### src/rtl/dma_single_engine.sv
module dma_single_engine #(
  parameter int NCH = 8,
  parameter int AW  = 24,
  parameter int CW  = 16,
  parameter int DW  = 16
) (
  input  logic            clk,
  input  logic            rst_n,
  input  logic            cfg_we,
  input  logic [$clog2(NCH)-1:0] cfg_chan,
  input  logic [1:0]      cfg_field,
  input  logic [AW-1:0]   cfg_data,
  input  logic            req_valid,
  output logic            req_ready,
  input  logic [$clog2(NCH)-1:0] req_chan,
  input  logic [CW-1:0]   req_len,
  output logic            done,
  output logic [CW-1:0]   done_count,
  output logic            mem_valid,
  input  logic            mem_ready,
  output logic            mem_write,
  output logic            mem_word,
  output logic [AW-1:0]   mem_addr,
  output logic [DW-1:0]   mem_wdata,
  input  logic [DW-1:0]   mem_rdata,
  input  logic [DW-1:0]   dev_wdata,
  output logic            dev_rvalid,
  output logic [DW-1:0]   dev_rdata,
  input  logic [$clog2(NCH)-1:0] rd_chan,
  output logic [AW-1:0]   rd_addr,
  output logic [CW-1:0]   rd_count,
  output logic [NCH-1:0]  mask_flags,
  output logic [NCH-1:0]  tc_flags
);
  localparam int CHW = $clog2(NCH);
  localparam logic [CW-1:0] ONE_C = CW'(1);

  logic [7:0]    mode_q     [NCH];
  logic [AW-1:0] base_addr_q[NCH];
  logic [AW-1:0] cur_addr_q [NCH];
  logic [CW-1:0] base_cnt_q [NCH];
  logic [CW-1:0] cur_cnt_q  [NCH];
  logic [NCH-1:0] mask_q, tc_q;

  logic           busy_q, done_q, rvalid_q;
  logic [CHW-1:0] chan_q;
  logic [CW-1:0]  left_q, total_q, done_cnt_q;
  logic [DW-1:0]  rdata_q;

  logic [7:0]    req_mode, act_mode;
  logic [CW-1:0] req_cnt, req_n, next_c;
  logic          req_ok, act_word, step, last;
  logic [1:0]    act_type;
  logic [AW-1:0] cur_a, step_sz, next_a;

  assign req_mode = mode_q[req_chan];
  assign req_cnt  = cur_cnt_q[req_chan];
  assign req_n    = (req_len < req_cnt) ? req_len : req_cnt;
  assign req_ok   = !mask_q[req_chan] && (req_mode[7:6] == 2'b01) &&
                    (req_mode[3:2] != 2'b11) && (req_n != '0);

  assign act_mode = mode_q[chan_q];
  assign act_type = act_mode[3:2];
  assign act_word = chan_q[CHW-1];
  assign step     = busy_q && ((act_type == 2'b00) || mem_ready);
  assign last     = step && (left_q == ONE_C);
  assign cur_a    = cur_addr_q[chan_q];
  assign step_sz  = {{(AW-2){1'b0}}, act_word, ~act_word};
  assign next_a   = act_mode[5] ? cur_a - step_sz : cur_a + step_sz;
  assign next_c   = cur_cnt_q[chan_q] - ONE_C;

  assign req_ready  = !busy_q;
  assign mem_valid  = busy_q && (act_type != 2'b00);
  assign mem_write  = (act_type == 2'b01);
  assign mem_word   = act_word;
  assign mem_addr   = cur_a;
  assign mem_wdata  = act_word ? dev_wdata : {{(DW-8){1'b0}}, dev_wdata[7:0]};
  assign done       = done_q;
  assign done_count = done_cnt_q;
  assign dev_rvalid = rvalid_q;
  assign dev_rdata  = rdata_q;
  assign rd_addr    = cur_addr_q[rd_chan];
  assign rd_count   = cur_cnt_q[rd_chan];
  assign mask_flags = mask_q;
  assign tc_flags   = tc_q;

  always_ff @(posedge clk or negedge rst_n) begin
    if (!rst_n) begin
      for (int i = 0; i < NCH; i++) begin
        mode_q[i]      <= '0;
        base_addr_q[i] <= '0;
        cur_addr_q[i]  <= '0;
        base_cnt_q[i]  <= '0;
        cur_cnt_q[i]   <= '0;
      end
      mask_q     <= '1;
      tc_q       <= '0;
      busy_q     <= 1'b0;
      done_q     <= 1'b0;
      rvalid_q   <= 1'b0;
      chan_q     <= '0;
      left_q     <= '0;
      total_q    <= '0;
      done_cnt_q <= '0;
      rdata_q    <= '0;
    end else begin
      done_q   <= 1'b0;
      rvalid_q <= 1'b0;
      if (!busy_q) begin
        if (cfg_we) begin
          case (cfg_field)
            2'd0: mode_q[cfg_chan] <= cfg_data[7:0];
            2'd1: begin
              base_addr_q[cfg_chan] <= cfg_data;
              cur_addr_q[cfg_chan]  <= cfg_data;
            end
            2'd2: begin
              base_cnt_q[cfg_chan] <= cfg_data[CW-1:0];
              cur_cnt_q[cfg_chan]  <= cfg_data[CW-1:0];
              tc_q[cfg_chan]       <= 1'b0;
            end
            default: mask_q[cfg_chan] <= cfg_data[0];
          endcase
        end
        if (req_valid) begin
          if (req_ok) begin
            busy_q  <= 1'b1;
            chan_q  <= req_chan;
            left_q  <= req_n;
            total_q <= req_n;
          end else begin
            done_q     <= 1'b1;
            done_cnt_q <= '0;
          end
        end
      end else if (step) begin
        cur_addr_q[chan_q] <= next_a;
        cur_cnt_q[chan_q]  <= next_c;
        left_q             <= left_q - ONE_C;
        if (act_type == 2'b10) begin
          rvalid_q <= 1'b1;
          rdata_q  <= act_word ? mem_rdata : {{(DW-8){1'b0}}, mem_rdata[7:0]};
        end
        if (last) begin
          busy_q     <= 1'b0;
          done_q     <= 1'b1;
          done_cnt_q <= total_q;
          if (next_c == '0) begin
            tc_q[chan_q] <= 1'b1;
            if (act_mode[4]) begin
              cur_addr_q[chan_q] <= base_addr_q[chan_q];
              cur_cnt_q[chan_q]  <= base_cnt_q[chan_q];
            end else begin
              mask_q[chan_q] <= 1'b1;
            end
          end
        end
      end
    end
  end
endmodule

### config.mk
export PLATFORM = sky130hd
export DESIGN_NAME = dma_single_engine
export DESIGN_NICKNAME = d
export VERILOG_FILES = /design/src/rtl/dma_single_engine.sv
export SDC_FILE = /design/constraint.sdc
export NUM_CORES = 2
export LEC_CHECK = 0
export BUFFER_PORTS_ARGS = -buffer_cell sky130_fd_sc_hd__buf_2
export CAP_MARGIN = 15
export CORE_ASPECT_RATIO = 0.75
export CORE_MARGIN = 2
export CORE_UTILIZATION = 25
export CTS_BUF_LIST = sky130_fd_sc_hd__clkbuf_4
export CTS_CLUSTER_SIZE = 8
export DETAILED_ROUTE_END_ITERATION = 8
export SLEW_MARGIN = 25
export SYNTH_ARGS = -nofsm -noshare
export SYNTH_HDL_FRONTEND = slang
export SYNTH_SLANG_ARGS = --single-unit
export TNS_END_PERCENT = 100
### constraint.sdc
create_clock -name clk -period 8.7 [get_ports clk]
set_input_delay 0.435 -clock clk [delete_from_list [all_inputs] [get_ports clk]]
set_output_delay 0.435 -clock clk [all_outputs]
set_load 0.01 [all_outputs]
After elaboration in Yosys (flattened, before gate mapping) --
Cells that the tools add are included.
Operators by class: reductions and logical operators 35, muxes and demuxes 106, $add $sub $neg 4, bitwise logic cells 10, magnitude comparators 12, equal/unequal tests 13
Operators with widths (number):
- $mux 192 | 7
- $mux 128 | 7
- $bwmux 192 | 4
- $bwmux 128 | 4
- $mux 16 | 22
- $bmux 24 s3 | 3
- $mux 24 | 9
- $bmux 16 s3 | 4
- $demux 24 s3 | 2
- $mux 8 | 16
- $demux 16 s3 | 2
- $bwmux 64 | 1
- $bmux 8 s3 | 2
- $sub 16x1->16 const B | 2
- $add 24x2->24 | 1
- $demux 8 s3 | 1
- $reduce_and 3->1 | 8
- $sub 24x2->24 | 1
- $eq 16x1->1 const B | 1
- $ge 4x4->1 const B | 4
- $logic_not 16->1 | 1
- $lt 16x16->1 | 1
- $mux 1 | 16
- $not 3->4 | 4
- other kinds (25) | 57
Storage, ports and cells: bits in registers 790, logic and storage cells 230, input bits 88

Longest topological paths before layout --
depth in word-level cells 13, depth in mapped cells 24, gate-level depth less buffers 18

Worst setup path before layout --
Ideal clock, no wire load.
kind register to register, from register chan_q[2], to register cur_addr_q[189] (netlist name), path buffers 8, cell stages (with the launch flop) 23, path slack 2374 ps, library setup time 135 ps, arrival time 6191 ps, cell sequence dfrtp_1 buf_2 buf_2 buf_1 buf_2 buf_1 clkbuf_1 buf_1 clkbuf_1 mux2i_1 o22ai_1 a221oi_1 nand2_1 ha_1 a2111o_1 o211ai_1 nor3b_1 a21oi_1 o41a_1 o41ai_1 xnor2_1 a21oi_1 a21oi_1
Between the ends: longest elaborated chain between the ends 13, elaborated cells on any way between the ends 37, classes of those cells add/sub: 3; order compare: 2; eq/ne: 1; mux: 22; bitwise: 2; reduce/logical: 7
RTL lines:
- start: declaration | RTL line 46 | logic [CHW-1:0] chan_q;
- start signal: assignment | RTL line 128 | chan_q <= req_chan;
- $not 3->4 (not written as such) * | RTL line 67 | assign cur_a = cur_addr_q[chan_q];
- $bmux 24 s3 * | RTL line 67
- $mux 24 (not written as such) * (2 in a row) | RTL line 67
- via mem_addr[6] | RTL line 23 | output logic [AW-1:0] mem_addr,
- $add 24x2->24 or $sub 24x2->24 (tied branches) | RTL line 69 | assign next_a = act_mode[5] ? cur_a - step_sz : cur_a + step_sz;
- $mux 24 * | RTL line 69
- $bwmux 192 * | RTL line 137 | cur_addr_q[chan_q] <= next_a;
- $bwmux 192 | RTL line 151 | cur_addr_q[chan_q] <= base_addr_q[chan_q];
- $mux 192 | RTL line 150 | if (act_mode[4]) begin
- $mux 192 | RTL line 148 | if (next_c == '0) begin
- $mux 192 * | RTL line 144 | if (last) begin
- $mux 192 * | RTL line 136 | end else if (step) begin
- $mux 192 * | RTL line 109 | if (!busy_q) begin
- end signal: indexed assignment | RTL line 115 | cur_addr_q[cfg_chan] <= cfg_data;
- end signal: indexed assignment | RTL line 137
- end signal: indexed assignment | RTL line 151
- end: declaration | RTL line 40 | logic [AW-1:0] cur_addr_q [NCH];
The timed path passes the listed nets; every way through them passes the cells marked *. The select of a mux whose other input is x is not followed. A chain may end at the register's enable or synchronous reset.

Worst setup path after layout --
from register chan_q[1], to register cur_addr_q[90] (netlist name)
Between the ends: longest elaborated chain between the ends 13, elaborated cells on any way between the ends 36, classes of those cells add/sub: 3; order compare: 2; eq/ne: 1; mux: 22; bitwise: 1; reduce/logical: 7
RTL lines (RTL line):
- $not 3->4 (not written as such) *
- $bmux 24 s3 | 67
- $mux 24 (not written as such) (2 in a row) | 67
- $add 24x2->24 or $sub 24x2->24 (tied branches) | 69
- $mux 24 | 69
- $bwmux 192 | 137
- $bwmux 192 | 151
- $mux 192 | 150
- $mux 192 | 148
- $mux 192 | 144
- $mux 192 | 136
- $mux 192 | 109
Mark *: on every way between the ends. The rest lies on a longest branch, timed or not. The select of a mux whose other input is x is not followed.

==> results.toml <==
[yosys]
synthArstFlopShare_pct = 100.0
syn-num-nets = 4774
synth-edff-count = 0
synth_cells = 4643
syn_area_um2 = 45250
synth_seq_area_share_pct = 42.82
synth_seq_cells = 774
avgSynthCellArea_um2 = 9.746
synth-main-ff-cell = "dfrtp_1"
synth.distinct_cells = 94
yosysWarnings = 0

[setup_path]
crit_slowest_cell = "dfrtp_4"
end_kind = "register"
critPathMaxStageDelay_ps = 920
timing.rr.start = "chan_q[1]"
required_ps = 9740
path_delay_family = "simple AND/OR/NAND/NOR gates"
startpoint_type = "register"
reg2reg_slack_ps = 1670
path_max_fanout = 41
r2r_end = "cur_addr_q[90]"
ff2ff_path_depth = 13
worstPathArrival_ps = 8060
worstPathCellList = "buf_4, mux4_2, mux2i_1, ha_1, a21boi_1, nand4b_1, or3_1, a222oi_1, nand2_1, nor3_4, buf_4, mux2i_1, o21ai_0"
critPathKind = "reg -> reg"
cp_num_buf_inv = 2

[hold_path]
min_to = "base_addr_q[67]"
min-delay-start = "cfg_data[19]"
hp-class = "in -> reg"
whs_path_depth = 4

[layout]
final_common_cell = "dfrtp_1"
final_layout_size_suffix_gt1_share_pct = 23.48
final_cell_mix = "762 x dfrtp_1, 724 x nand2_1, 321 x clkbuf_4, 301 x o21ai_0, 294 x a21oi_1"
postLayoutCellArea_um2 = 52640
num-fill-cells = 18746
final_cells = 7423
area_growth_syn_to_layout_pct = 16.32
fin_nets = 4985
utilization_pct = 29.21

[placement]
place_area_um2 = 48930
dpl.hpwl_um = 142800
numPortBuffers = 205
gp_congestion = 0.9856
dp_cells = 6947

[drt]
drt-vias-per-instance = 6.155
drt.antenna.violating_nets = 0
remaining_drc_errors = 0
drtPass1Iterations = 9
wire_per_inst_um = 31.04
wl_um = 230400
drt_iter0_markers = 7526
num_vias = 45689

[pwr]
power_density_nw_per_um2 = 460.6
power.leakage_nw = 21.97
peakVddDrop_mv = 0.3081

[grt]
antenna_found_initial = 21
grt_pass1_wl_um = 323700
grt-ovfl-total = 0
grt_max_degree = 163
grtUsageTotal_pct = 24.14
first_global_vias = 43515

[floorplanning]
std_cell_rows = 135
coreArea_um2 = 180200
die_h_um = 372.4
die_w_um = 495.3
io_pins = 222
dieArea_um2 = 184500
start_util_pct = 25.11

[sta]
min_period_over_period_pct = 80.77
rsz0062_at_grt = "no"
max_clock_freq_ghz = 0.1423
tightest_slew_ps = 1226
hold_viol = 0
holdWs_ps = 146.1
finalCriticalPeriod_ps = 7027
slew_viol_final = 0
clock_skew_ps = 127.6
timing.slew.headroom_pct = 17.97
setup_tns_ps = 0
setup_viol = 0

[cts]
cts_buffers = 214
cts_tree = "done"
clkSinkCount = 774
cts_root_buf = "clkbuf_4"
path_clk_slew_ps = 70
htree_levels = 4
insertion_delay_ps = 1300
clock_path_buffers = 3
cts_setup_buffers = 0

[status]
outcome = "finished, final reports clean"

[run]
maxCapViolations = 0
[state kept, by name, indices dropped and copies added (netlist names)]
name and flops:
base_addr_q 192, base_cnt_q 128, busy_q 1, chan_q 3
cur_addr_q 192, cur_cnt_q 128, dev_rdata 16, dev_rvalid 1
done 1, done_count 16, left_q 16, mask_flags 8
mode_q 48, tc_flags 8, total_q 16
[what timing repair did]
item	4_1_cts	5_1_grt
endpoints found under the hold margin	984	0
hold buffers	88	0
gates resized for setup	0	0
[cell type report]
class / count / area, um2 / area share [%]
sequential: 774 / 19390 / 36.84
multi-input combinational: 3402 / 24250 / 46.07
inverter: 44 / 170.2 / 0.3233
timing repair buffer: 418 / 3049 / 5.793
clock buffer: 321 / 2410 / 4.578
clock inverter: 58 / 344.1 / 0.6537
antenna: 9 / 22.52 / 0.04279
tap: 2397 / 2999 / 5.698
[tightest hold or removal path, delay by kind of cell]
kind / cells / cell delay [ps]
and+or+nand+nor: 2 / 120
buffers and inverters: 2 / 750
[layer usage]
layer  GRT usage (%)  part of all wire (%)  wire [um]  vias to the layer above
met5          0.4416                  0.12        278                        -
met4           14.88                   7.1      16280                       26
met3           11.20                    16      37180                     1020
met2           33.24                    40      92030                     4026
met1           30.28                    37      84650                    22482
li1                -                     -          -                    18135
[power breakdown]
part	internal, W	switching (W)
clock	0.00177	0.00175
sequential	0.00506	0.00169
combinational	0.00487	0.00911
total	0.0117	0.0125
[kinds of logic (layout without fill, tap and decap cells)]
| group | Yosys count | after routing | share of synthesized area, % |
|---|---|---|---|
| flip-flops | 774 | 774 | 42.82 |
| XOR/XNOR | 20 | 20 | 0.3871 |
| AO/OA/AOI/OAI | 1578 | 1578 | 24.32 |
| adder cells (fa/ha/maj) | 43 | 43 | 1.206 |
| buffers and inverters | 467 | 841 | 4.167 |
| multiplexers | 486 | 486 | 15.05 |
| AND/OR/NAND/NOR | 1275 | 1275 | 12.04 |
| other | 0 | 9 | 0 |
[worst max-delay path by stage]
stage,startpoint,to,cells past startpoint
2_1_floorplan,chan_q[2],cur_addr_q[189],22
3_3_place_gp,chan_q[2],cur_addr_q[90],14
3_5_place_dp,chan_q[1],cur_addr_q[90],13
4_1_cts,chan_q[1],cur_addr_q[90],13
5_1_grt,chan_q[1],cur_addr_q[90],13
6_report,chan_q[1],cur_addr_q[90],13
[metrics by stage]
stage          setup slack, ps  power, W
2_1_floorplan             2374   0.01453
3_3_place_gp              2077   0.01971
3_5_place_dp              2010   0.01997
4_1_cts                   1961   0.02355
5_1_grt                   1509   0.02517
6_report                  1673   0.02424
[synth_stat cells (all sizes together), types with 12 or more instances]
cell type / instances / area share [%]
dfrtp: 766 / 42
nand2: 740 / 6.1
clkbuf: 337 / 2.8
o21ai: 324 / 3.6
a21oi: 298 / 3.3
mux2: 280 / 7.0
nor2: 277 / 2.3
a22oi: 260 / 4.3
a221o: 172 / 3.8
mux4: 127 / 6.3
a22o: 109 / 2.1
buf: 86 / 1.0
mux2i: 79 / 1.8
a221oi: 77 / 1.5
o22ai: 68 / 0.94
a211oi: 52 / 0.86
nand3: 52 / 0.58
a31oi: 43 / 0.59
ha: 42 / 1.2
inv: 41 / 0.34
nor3: 38 / 0.43
nand4: 35 / 0.50
o22a: 32 / 0.62
a21o: 28 / 0.46
o211ai: 22 / 0.36
nor2b: 19 / 0.26
and3: 16 / 0.22
and2: 14 / 0.19
nand2b: 14 / 0.19
or3: 14 / 0.19
o21a: 12 / 0.20
xnor2: 12 / 0.23
(Power assumes the default switching activity.)
